<file path="src/rtl/tvg_pkg.sv">
package tvg_pkg;
  localparam int NUM_VEC = 6;
  localparam int VEC_W   = 16;
  localparam int CMD_W   = 24;
  localparam int IDX_W   = 4;
  localparam int OP_W    = 4;

  typedef enum logic [OP_W-1:0] {
    OP_NOP   = 4'd0,
    OP_VEC   = 4'd1,
    OP_MASK  = 4'd2,
    OP_CHLO  = 4'd3,
    OP_CHHI  = 4'd4,
    OP_LAT   = 4'd5,
    OP_START = 4'd6,
    OP_STOP  = 4'd7
  } opcode_e;

  typedef struct packed {
    logic             ldVec;
    logic             ldMask;
    logic             ldChLo;
    logic             ldChHi;
    logic             ldLat;
    logic             go;
    logic             halt;
    logic [IDX_W-1:0] idx;
    logic [VEC_W-1:0] val;
  } strobe_t;
endpackage

</file>
<file path="src/rtl/tvg_ctrl.sv">
module tvg_ctrl
  import tvg_pkg::*;
#(
  parameter int MAX_LAT = 8,
  parameter int CNT_CH_W = 6
) (
  input  logic                clk,
  input  logic                rstN,
  input  logic                swValid,
  input  logic [CMD_W-1:0]    swWord,
  input  logic                hostValid,
  input  logic [CMD_W-1:0]    hostWord,
  input  logic [CNT_CH_W-1:0] chanCount,
  output strobe_t             stb,
  output logic                running,
  output logic                errFlag
);
  logic             cmdValid;
  logic [CMD_W-1:0] cmdWord;
  opcode_e          op;
  logic             enough;

  // host source wins over switch bank
  assign cmdValid = hostValid | swValid;
  assign cmdWord  = hostValid ? hostWord : swWord;
  assign op       = opcode_e'(cmdWord[CMD_W-1 -: OP_W]);
  assign enough   = chanCount >= CNT_CH_W'(2);

  always_comb begin
    stb     = '0;
    stb.idx = cmdWord[VEC_W +: IDX_W];
    stb.val = cmdWord[VEC_W-1:0];
    if (cmdValid) begin
      if (running) begin
        stb.halt = (op == OP_STOP);
      end else begin
        case (op)
          OP_VEC:   stb.ldVec  = stb.idx < IDX_W'(NUM_VEC);
          OP_MASK:  stb.ldMask = stb.idx < IDX_W'(NUM_VEC);
          OP_CHLO:  stb.ldChLo = 1'b1;
          OP_CHHI:  stb.ldChHi = 1'b1;
          OP_LAT:   stb.ldLat  = (stb.val != '0) && (stb.val <= VEC_W'(MAX_LAT));
          OP_START: stb.go     = enough;
          default:  ;
        endcase
      end
    end
  end

  always_ff @(posedge clk) begin
    if (!rstN) begin
      running <= 1'b0;
      errFlag <= 1'b0;
    end else begin
      if (stb.go)        running <= 1'b1;
      else if (stb.halt) running <= 1'b0;
      if (cmdValid && !running && op == OP_START) errFlag <= !enough;
    end
  end
endmodule

</file>
<file path="src/rtl/tvg_datapath.sv">
module tvg_datapath
  import tvg_pkg::*;
#(
  parameter int NUM_CH  = 32,
  parameter int MAX_LAT = 8,
  parameter int CNT_W   = 8,
  localparam int CH_W     = $clog2(NUM_CH),
  localparam int CNT_CH_W = $clog2(NUM_CH + 1),
  localparam int LAT_W    = $clog2(MAX_LAT + 1),
  localparam int HALF     = NUM_CH / 2,
  localparam int WORD_W   = 2 * VEC_W,
  localparam int SEQ_W    = $clog2(NUM_VEC)
) (
  input  logic                clk,
  input  logic                rstN,
  input  strobe_t             stb,
  input  logic                running,
  input  logic                rxValid,
  input  logic [CH_W-1:0]     rxChan,
  input  logic [WORD_W-1:0]   rxWord,
  input  logic [CH_W-1:0]     cntSel,
  output logic                txValid,
  output logic [WORD_W-1:0]   txWord,
  output logic [NUM_CH-1:0]   txChanEn,
  output logic [CNT_CH_W-1:0] chanCount,
  output logic [CNT_W-1:0]    errCnt,
  output logic [SEQ_W-1:0]    seqIdx,
  output logic [NUM_CH-1:0]   chanMask
);
  logic [VEC_W-1:0]  vecQ  [NUM_VEC];
  logic [VEC_W-1:0]  maskQ [NUM_VEC];
  logic [LAT_W-1:0]  latQ;
  logic [VEC_W-1:0]  masked;
  logic [WORD_W-1:0] expWord [MAX_LAT];
  logic [MAX_LAT-1:0] expVld;
  logic [CNT_W-1:0]  cntQ [NUM_CH];
  logic [LAT_W-1:0]  tap;
  logic              miss;

  always_ff @(posedge clk) begin
    if (!rstN) begin
      for (int i = 0; i < NUM_VEC; i++) begin
        vecQ[i]  <= '0;
        maskQ[i] <= '0;
      end
      chanMask <= '0;
      latQ     <= LAT_W'(1);
    end else begin
      if (stb.ldVec)  vecQ[stb.idx[SEQ_W-1:0]]  <= stb.val;
      if (stb.ldMask) maskQ[stb.idx[SEQ_W-1:0]] <= stb.val;
      if (stb.ldChLo) chanMask[HALF-1:0]       <= stb.val[HALF-1:0];
      if (stb.ldChHi) chanMask[NUM_CH-1:HALF]  <= stb.val[HALF-1:0];
      if (stb.ldLat)  latQ <= stb.val[LAT_W-1:0];
    end
  end

  always_ff @(posedge clk) begin
    if (!rstN || stb.go) seqIdx <= '0;
    else if (running)    seqIdx <= (seqIdx == SEQ_W'(NUM_VEC-1)) ? '0 : seqIdx + 1'b1;
  end

  assign masked    = vecQ[seqIdx] & maskQ[seqIdx];
  assign txValid   = running;
  assign txWord    = {masked, masked};
  assign txChanEn  = running ? chanMask : '0;
  assign chanCount = CNT_CH_W'($countones(chanMask));

  // expected-word delay line
  always_ff @(posedge clk) begin
    if (!rstN || stb.go) begin
      expVld <= '0;
    end else begin
      expVld <= {expVld[MAX_LAT-2:0], running};
    end
    expWord[0] <= txWord;
    for (int i = 1; i < MAX_LAT; i++) expWord[i] <= expWord[i-1];
  end

  assign tap  = latQ - 1'b1;
  assign miss = rxValid && chanMask[rxChan] && expVld[tap] && (rxWord != expWord[tap]);

  for (genvar c = 0; c < NUM_CH; c++) begin : g_cnt
    always_ff @(posedge clk) begin
      if (!rstN || stb.go) cntQ[c] <= '0;
      else if (miss && rxChan == CH_W'(c) && cntQ[c] != '1) cntQ[c] <= cntQ[c] + 1'b1;
    end
  end

  assign errCnt = cntQ[cntSel];
endmodule

</file>
<file path="src/rtl/tvg_top.sv">
module tvg_top
  import tvg_pkg::*;
#(
  parameter int NUM_CH  = 32,
  parameter int MAX_LAT = 8,
  parameter int CNT_W   = 8,
  localparam int CH_W     = $clog2(NUM_CH),
  localparam int CNT_CH_W = $clog2(NUM_CH + 1),
  localparam int WORD_W   = 2 * VEC_W,
  localparam int SEQ_W    = $clog2(NUM_VEC)
) (
  input  logic              clk,
  input  logic              rstN,
  input  logic              swValid,
  input  logic [CMD_W-1:0]  swWord,
  input  logic              hostValid,
  input  logic [CMD_W-1:0]  hostWord,
  output logic              txValid,
  output logic [WORD_W-1:0] txWord,
  output logic [NUM_CH-1:0] txChanEn,
  output logic              errFlag,
  input  logic              rxValid,
  input  logic [CH_W-1:0]   rxChan,
  input  logic [WORD_W-1:0] rxWord,
  input  logic [CH_W-1:0]   cntSel,
  output logic [CNT_W-1:0]  errCnt
);
  strobe_t             stb;
  logic                running;
  logic [CNT_CH_W-1:0] chanCount;
  logic [SEQ_W-1:0]    seqIdx;
  logic [NUM_CH-1:0]   chanMask;

  tvg_ctrl #(.MAX_LAT(MAX_LAT), .CNT_CH_W(CNT_CH_W)) ctrl_i (
    .clk(clk), .rstN(rstN),
    .swValid(swValid), .swWord(swWord),
    .hostValid(hostValid), .hostWord(hostWord),
    .chanCount(chanCount), .stb(stb),
    .running(running), .errFlag(errFlag)
  );

  tvg_datapath #(.NUM_CH(NUM_CH), .MAX_LAT(MAX_LAT), .CNT_W(CNT_W)) dp_i (
    .clk(clk), .rstN(rstN), .stb(stb), .running(running),
    .rxValid(rxValid), .rxChan(rxChan), .rxWord(rxWord), .cntSel(cntSel),
    .txValid(txValid), .txWord(txWord), .txChanEn(txChanEn),
    .chanCount(chanCount), .errCnt(errCnt), .seqIdx(seqIdx), .chanMask(chanMask)
  );
endmodule

</file>
<file path="config.mk">
export PLATFORM = sky130hd
export DESIGN_NAME = tvg_top
export DESIGN_NICKNAME = d
export VERILOG_FILES = /design/src/rtl/tvg_pkg.sv /design/src/rtl/tvg_ctrl.sv /design/src/rtl/tvg_datapath.sv /design/src/rtl/tvg_top.sv
export SDC_FILE = /design/constraint.sdc
export NUM_CORES = 1
export LEC_CHECK = 0
export BUFFER_PORTS_ARGS = -buffer_cell sky130_fd_sc_hd__clkbuf_2
export CORE_ASPECT_RATIO = 1.4
export CORE_MARGIN = 3
export CORE_UTILIZATION = 50
export CTS_CLUSTER_DIAMETER = 50
export CTS_CLUSTER_SIZE = 20
export DETAILED_ROUTE_END_ITERATION = 10
export GPL_ROUTABILITY_DRIVEN = 0
export GPL_TIMING_DRIVEN = 0
export PLACE_DENSITY_LB_ADDON = 0.05
export SLEW_MARGIN = 20
export SYNTH_ARGS = -nofsm -noshare
export SYNTH_HDL_FRONTEND = slang
export SYNTH_SLANG_ARGS = --single-unit
</file>
<file path="constraint.sdc">
create_clock -name clk -period 8.5 [get_ports clk]
set_input_delay 1.275 -clock clk [delete_from_list [all_inputs] [get_ports clk]]
set_output_delay 1.275 -clock clk [all_outputs]
set_load 0.03 [all_outputs]
</file>
Yosys cells after proc, flatten, opt, wreduce, memory -nomap -nowiden
Memories as Yosys holds them, arrays and structs flattened. A register that Yosys moved wholly into a read port is not among the register bits.
Cells that the tools add are included.

storage, ports and cells
  bits of input ports = 95
  memories = 4
  register bits = 49
  logic and storage cells = 431
  output and inout port bits = 74
  memory bits (writable) = 704

operators by class
  bitwise operators = 34
  multiplexer cells = 165
  equal/unequal tests = 72
  $lt $le $gt $ge = 5
  reduce and logical (&&, ||, !) cells = 79
  $add $sub $neg = 65

memory list
  memory        depth  bits a word  read ports  clocked after Yosys merged registers in  write ports  RTL line            source
  dp_i.cntQ     32     8            33          0                                        32           tvg_datapath.sv:36  logic [CNT_W-1:0] cntQ [NUM_CH];
  dp_i.expWord  8      32           8           0                                        8            tvg_datapath.sv:34  logic [WORD_W-1:0] expWord [MAX_LAT];
  dp_i.maskQ    6      16           1           1                                        6            tvg_datapath.sv:31  logic [VEC_W-1:0] maskQ [NUM_VEC];
  dp_i.vecQ     6      16           1           1                                        6            tvg_datapath.sv:30  logic [VEC_W-1:0] vecQ [NUM_VEC];

operators by type and width
  operator                                                                           number
  8-bit by 1-bit adder with 8-bit output, second input constant                      32
  8-bit two-way mux                                                                  32
  8-bit inequality test, second input constant                                       32
  1-bit two-way mux                                                                  118
  6-bit adder                                                                        15
  5-bit equality test, second input constant                                         16
  1-bit logical AND                                                                  70
  5-bit by 4-bit equality test with 1-bit output, second input constant              8
  1-bit OR                                                                           33
  1-bit by 1-bit adder with 2-bit output                                             16
  16-bit two-way mux                                                                 2
  32-bit two-way mux                                                                 1
  32-bit inequality test                                                             1
  16-bit OR reduction                                                                2
  24-bit two-way mux                                                                 1
  3-bit two-way mux                                                                  7
  5-bit by 3-bit equality test with 1-bit output, second input constant              4
  16-bit bitwise AND                                                                 1
  4-bit by 3-bit equality test with 1-bit output, second input constant              4
  16-bit by 4-bit less-or-equal comparator with 1-bit output, second input constant  1
  16-bit nonzero test                                                                1
  5-bit by 2-bit equality test with 1-bit output, second input constant              2
  4-bit by 2-bit equality test with 1-bit output, second input constant              2
  7-bit two-way mux                                                                  1
  16 further kinds                                                                   18

Depth between registers and ports, before layout
  depth in word-level cells = 14
  depth in mapped cells = 22
  gate-level depth less buffers = 20

Hierarchy
From an unflattened synthesis, not the netlist that was laid out.

unflattened totals
  cell total of the unflattened synthesis = 2794
  area, all modules = 34194.0 µm²

by module, submodules not included
  module        cells an instance  area each (µm²)  instances  seq. area each (µm²)
  tvg_datapath  2717               33579.7          1          18918.1
  tvg_ctrl      77                 614.3            1          40.0

Least setup slack after synthesis
OpenSTA, ideal clock, no wires.

  path kind = reg-to-reg
  start = reg dp_i.chanMask[0]
  end = mem dp_i.cntQ[10][0], enable pin
  period minus slack after synthesis = 6.518 ns
  required time = 8.143 ns
  setup slack = 1.982 ns
  arrival time = 6.162 ns
  setup time = 0.357 ns
  cell stages (with the launch flop) = 19
  path buffers = 3
  cells stage by stage = dfxtp_1 > ha_1 > inv_1 > fa_1 > inv_1 > fa_1 > fa_1 > fa_1 > fa_1 > ha_1 > inv_1 > fa_1 > or4b_2 > o311ai_1 > and2_1 > buf_2 > buf_1 > clkbuf_1 > o21ai_0

RTL lines
  what                              RTL line            source
  start: declaration                tvg_datapath.sv:28  output logic [NUM_CH-1:0] chanMask
  start signal: indexed assignment  tvg_datapath.sv:51  if (stb.ldChLo) chanMask[HALF-1:0] <= stb.val[HALF-1:0];
  start signal: indexed assignment  tvg_datapath.sv:52  if (stb.ldChHi) chanMask[NUM_CH-1:HALF] <= stb.val[HALF-1:0];
  end: declaration                  tvg_datapath.sv:36

==> results.py <==
metrics = {
    "cts": {
        "clk_pin_slew_ps": 80,
        "cts_root_buffer": "clkbuf_16",
        "cts_tree": "built",
        "cts_setup_buffers": 0,
        "ctsResizeCount": 0,
        "clk_path_buf_depth": 3,
        "clk_latency_ps": 660,
        "htree_levels": 2,
        "cts_sinks": 691,
        "cts_made_buffers": 57,
        "cts_hold_buf": 0,
    },
    "grt": {
        "grt_pass1_wl_um": 158000,
        "grt.total_usage_pct": 29.5,
        "antenna_found_initial": 0,
        "grt.overflow.total": 0,
        "grt_pass1_vias": 25700,
        "grt_max_degree": 22,
    },
    "setup_path": {
        "critPathLaunchType": "flop",
        "crit_path_end": "dp_i.cntQ[16][7]",
        "crit_path_max_incr_delay_ps": 880,
        "r2r-end": "dp_i.cntQ[16][7]",
        "crit_chain": "ha_1 > inv_1 > fa_1 > inv_1 > fa_1 > fa_1 > fa_1 > fa_1 > ha_1 > inv_1 > fa_1 > or4b_2 > o311ai_2 > buf_4 > and2_1 > buf_2 > buf_1 > clkbuf_1 > o21ai_1",
        "crit_fanout": 10,
        "reg2reg_from": "dp_i.chanMask[1]",
        "required_ps": 8750,
        "worst_path_most_repeated_cell": "fa_1",
        "cp.arrival_ps": 8460,
        "ff2ff_setup_slack_ps": 280,
        "r2r_cells": 19,
        "cp-startpoint": "dp_i.chanMask[1]",
        "endpoint_kind": "flop",
        "slowest_stage": "clkbuf_1",
        "critPathKind": "reg -> reg",
    },
    "cells_and_area": {
        "final_cell_mix": "edfxtp_1, nor2_1, nand2_1",
        "fin_nets": 3285,
        "layout-drive-gt1-share_pct": 16.2,
        "layout_commonest_cell": "edfxtp_1",
        "fin_cells": 4075,
        "synthToLayoutAreaGrowth_pct": 12.4,
        "final_cell_area_mm2": 0.0386,
    },
    "power": {
        "peakVddDrop_v": 0.000187,
        "pwr-share-comb_pct": 8.8,
        "intPower_mw": 5.39,
        "seq_power_share_pct": 53.6,
        "p_sw_share_pct": 25.9,
        "finalPower_mw": 7.27,
        "p_sw_mw": 1.88,
        "p_leak_nw": 14.3,
        "powerDensity_mw_per_mm2": 188,
        "clockPowerShare_pct": 37.6,
    },
    "yosys": {
        "ys.warnings.count": 0,
        "yosysTopAreaCell": "edfxtp_1",
        "synthArstFlopShare_pct": 0,
        "synth_top_area_share_pct": 44.7,
        "synth_edf_count": 512,
        "synth_area_mm2": 0.0344,
        "ys_types": 66,
        "synth.yosys.seq_area_share_pct": 55.2,
        "syn_inst": 2822,
        "postSynthAreaPerCell_um2": 12.2,
        "synth_seq_cells": 691,
        "ys_top_cells_by_area": "edfxtp_1, dfxtp_1, mux4_2, xor2_1, nor4_1",
        "synth-main-ff-cell": "edfxtp_1",
    },
    "floorplan": {
        "rows": 113,
        "io_pins": 169,
        "dieArea_mm2": 0.0720,
        "core-area_mm2": 0.0680,
        "fp.dieH_um": 316,
        "die_x_um": 228,
        "start_util_pct": 50.5,
    },
    "place": {
        "placed_cells": 3968,
        "preCtsSetupSlack_ps": 493,
        "postPlaceCellArea_mm2": 0.0367,
        "io_buffers": 159,
        "dp_hpwl_um": 78800,
    },
    "run": {
        "cap_viol_max_count": 0,
    },
    "timing": {
        "final.min_clock_period_ps": 8220,
        "hold_slack_ps": 339,
        "timing.fmax_mhz": 122,
        "fin_worst_skew_ps": 34.6,
        "worst_slew_pin_slew_ps": 1150,
        "finalCritPeriodShare_pct": 96.7,
        "hold_viol": 0,
        "setup_viol": 0,
        "layout_setup_ws_ps": 284,
        "maxSlewHeadroom_pct": 23.0,
        "rsz0062_at_grt": "no",
        "maxSlewViolCount": 0,
    },
    "status": {
        "status": "finished, final reports clean",
    },
    "route": {
        "drc_errors": 0,
        "wl_um": 106000,
        "drt_iter0_markers": 2018,
        "vias_per_cell": 6.09,
        "num_vias": 24800,
        "drtPass1Iterations": 6,
        "ant_nets": 0,
        "routedWlPerCell_um": 25.9,
    },
    "hold_path": {
        "hold_path.class": "reg -> reg",
    },
}
==> logic make-up after synthesis <==
| kind of cell | synth area share [%] |
|---|---|
| buf+inv | 3.81 |
| flops | 55.2 |
| xor+xnor | 5.38 |
| other cells | 0.0109 |
| fa+ha+maj | 3.59 |
| compound gates | 4.60 |
| mux | 11.1 |
| simple gates | 16.4 |
==> layer usage <==
layer	share of wire (%)	wire, um	track usage (%)
met1	36	37600	34.0
met2	52	54600	52.1
met3	5.8	6120	4.07
met4	6.9	7280	17.4
met5	0	0	0
==> sequential cells by signal, indices dropped and copies added (netlist names), named ones only <==
signal / flops
dp_i.seqIdx: 3
dp_i.cntQ: 256
ctrl_i.running: 1
dp_i.vecQ: 128
dp_i.expVld: 8
dp_i.latQ: 3
dp_i.expWord: 128
dp_i.maskQ: 128
dp_i.chanMask: 32
ctrl_i.errFlag: 1
==> layout make-up <==
type | instances | area [um^2]
diodes | 1 | 2.50
plain buffers | 174 | 891
clock buffers | 72 | 1550
clock inverters | 34 | 358
fillers | 5699 | 29400
inverters | 112 | 420
multi-input cells | 1908 | 14400
flip-flops and latches | 691 | 19000
well taps | 920 | 1150
repair buffers | 163 | 870
==> critical path: cells and delay by family (launching register included) <==
family | cells | cell delay, ps
AO/OA/AOI/OAI | 2 | 910
flip-flops | 1 | 380
AND/OR/NAND/NOR | 2 | 810
buffers and inverters | 7 | 2240
adder cells (fa/ha/maj) | 8 | 3430
==> Yosys cell counts, types with 82 or more instances <==
master / number
edfxtp_1: 512
nor2_1: 217
nand2_1: 209
dfxtp_1: 179
nand3_1: 172
nor4_1: 155
mux4_2: 136
xor2_1: 129
inv_1: 111
nor3_1: 105
o21ai_0: 102
clkbuf_1: 88
xnor2_1: 82
==> power groups by stage <==
stage	Clock (mW)	Combinational [mW]	Sequential (mW)
after floorplan	0	0.406	3.92
after global placement	0	0.611	3.96
after detailed placement	0	0.629	3.97
after CTS	2.77	0.634	3.89
after global routing	2.89	0.681	3.91
final	2.73	0.639	3.90
==> how the worst min path moves through the flow <==
stage	startpoint	slack, ps	cells after the start	to
2_1_floorplan	dp_i.expWord[1][17]	330	0	dp_i.expWord[2][17]
3_3_place_gp	dp_i.expWord[2][27]	330	0	dp_i.expWord[3][27]
3_5_place_dp	dp_i.expWord[6][22]	330	0	dp_i.expWord[7][22]
4_1_cts	dp_i.expWord[6][22]	340	0	dp_i.expWord[7][22]
5_1_grt	dp_i.expWord[6][22]	340	0	dp_i.expWord[7][22]
6_report	dp_i.expWord[6][22]	340	0	dp_i.expWord[7][22]
==> stage by stage <==
step                util (%)  TNS (ps)
floorplan                  -         0
global placement        53.8    -42630
detailed placement      54.0         0
CTS                     56.8         0
global route            56.8         0
finish                  56.8         0
(Power assumes the default switching activity.)
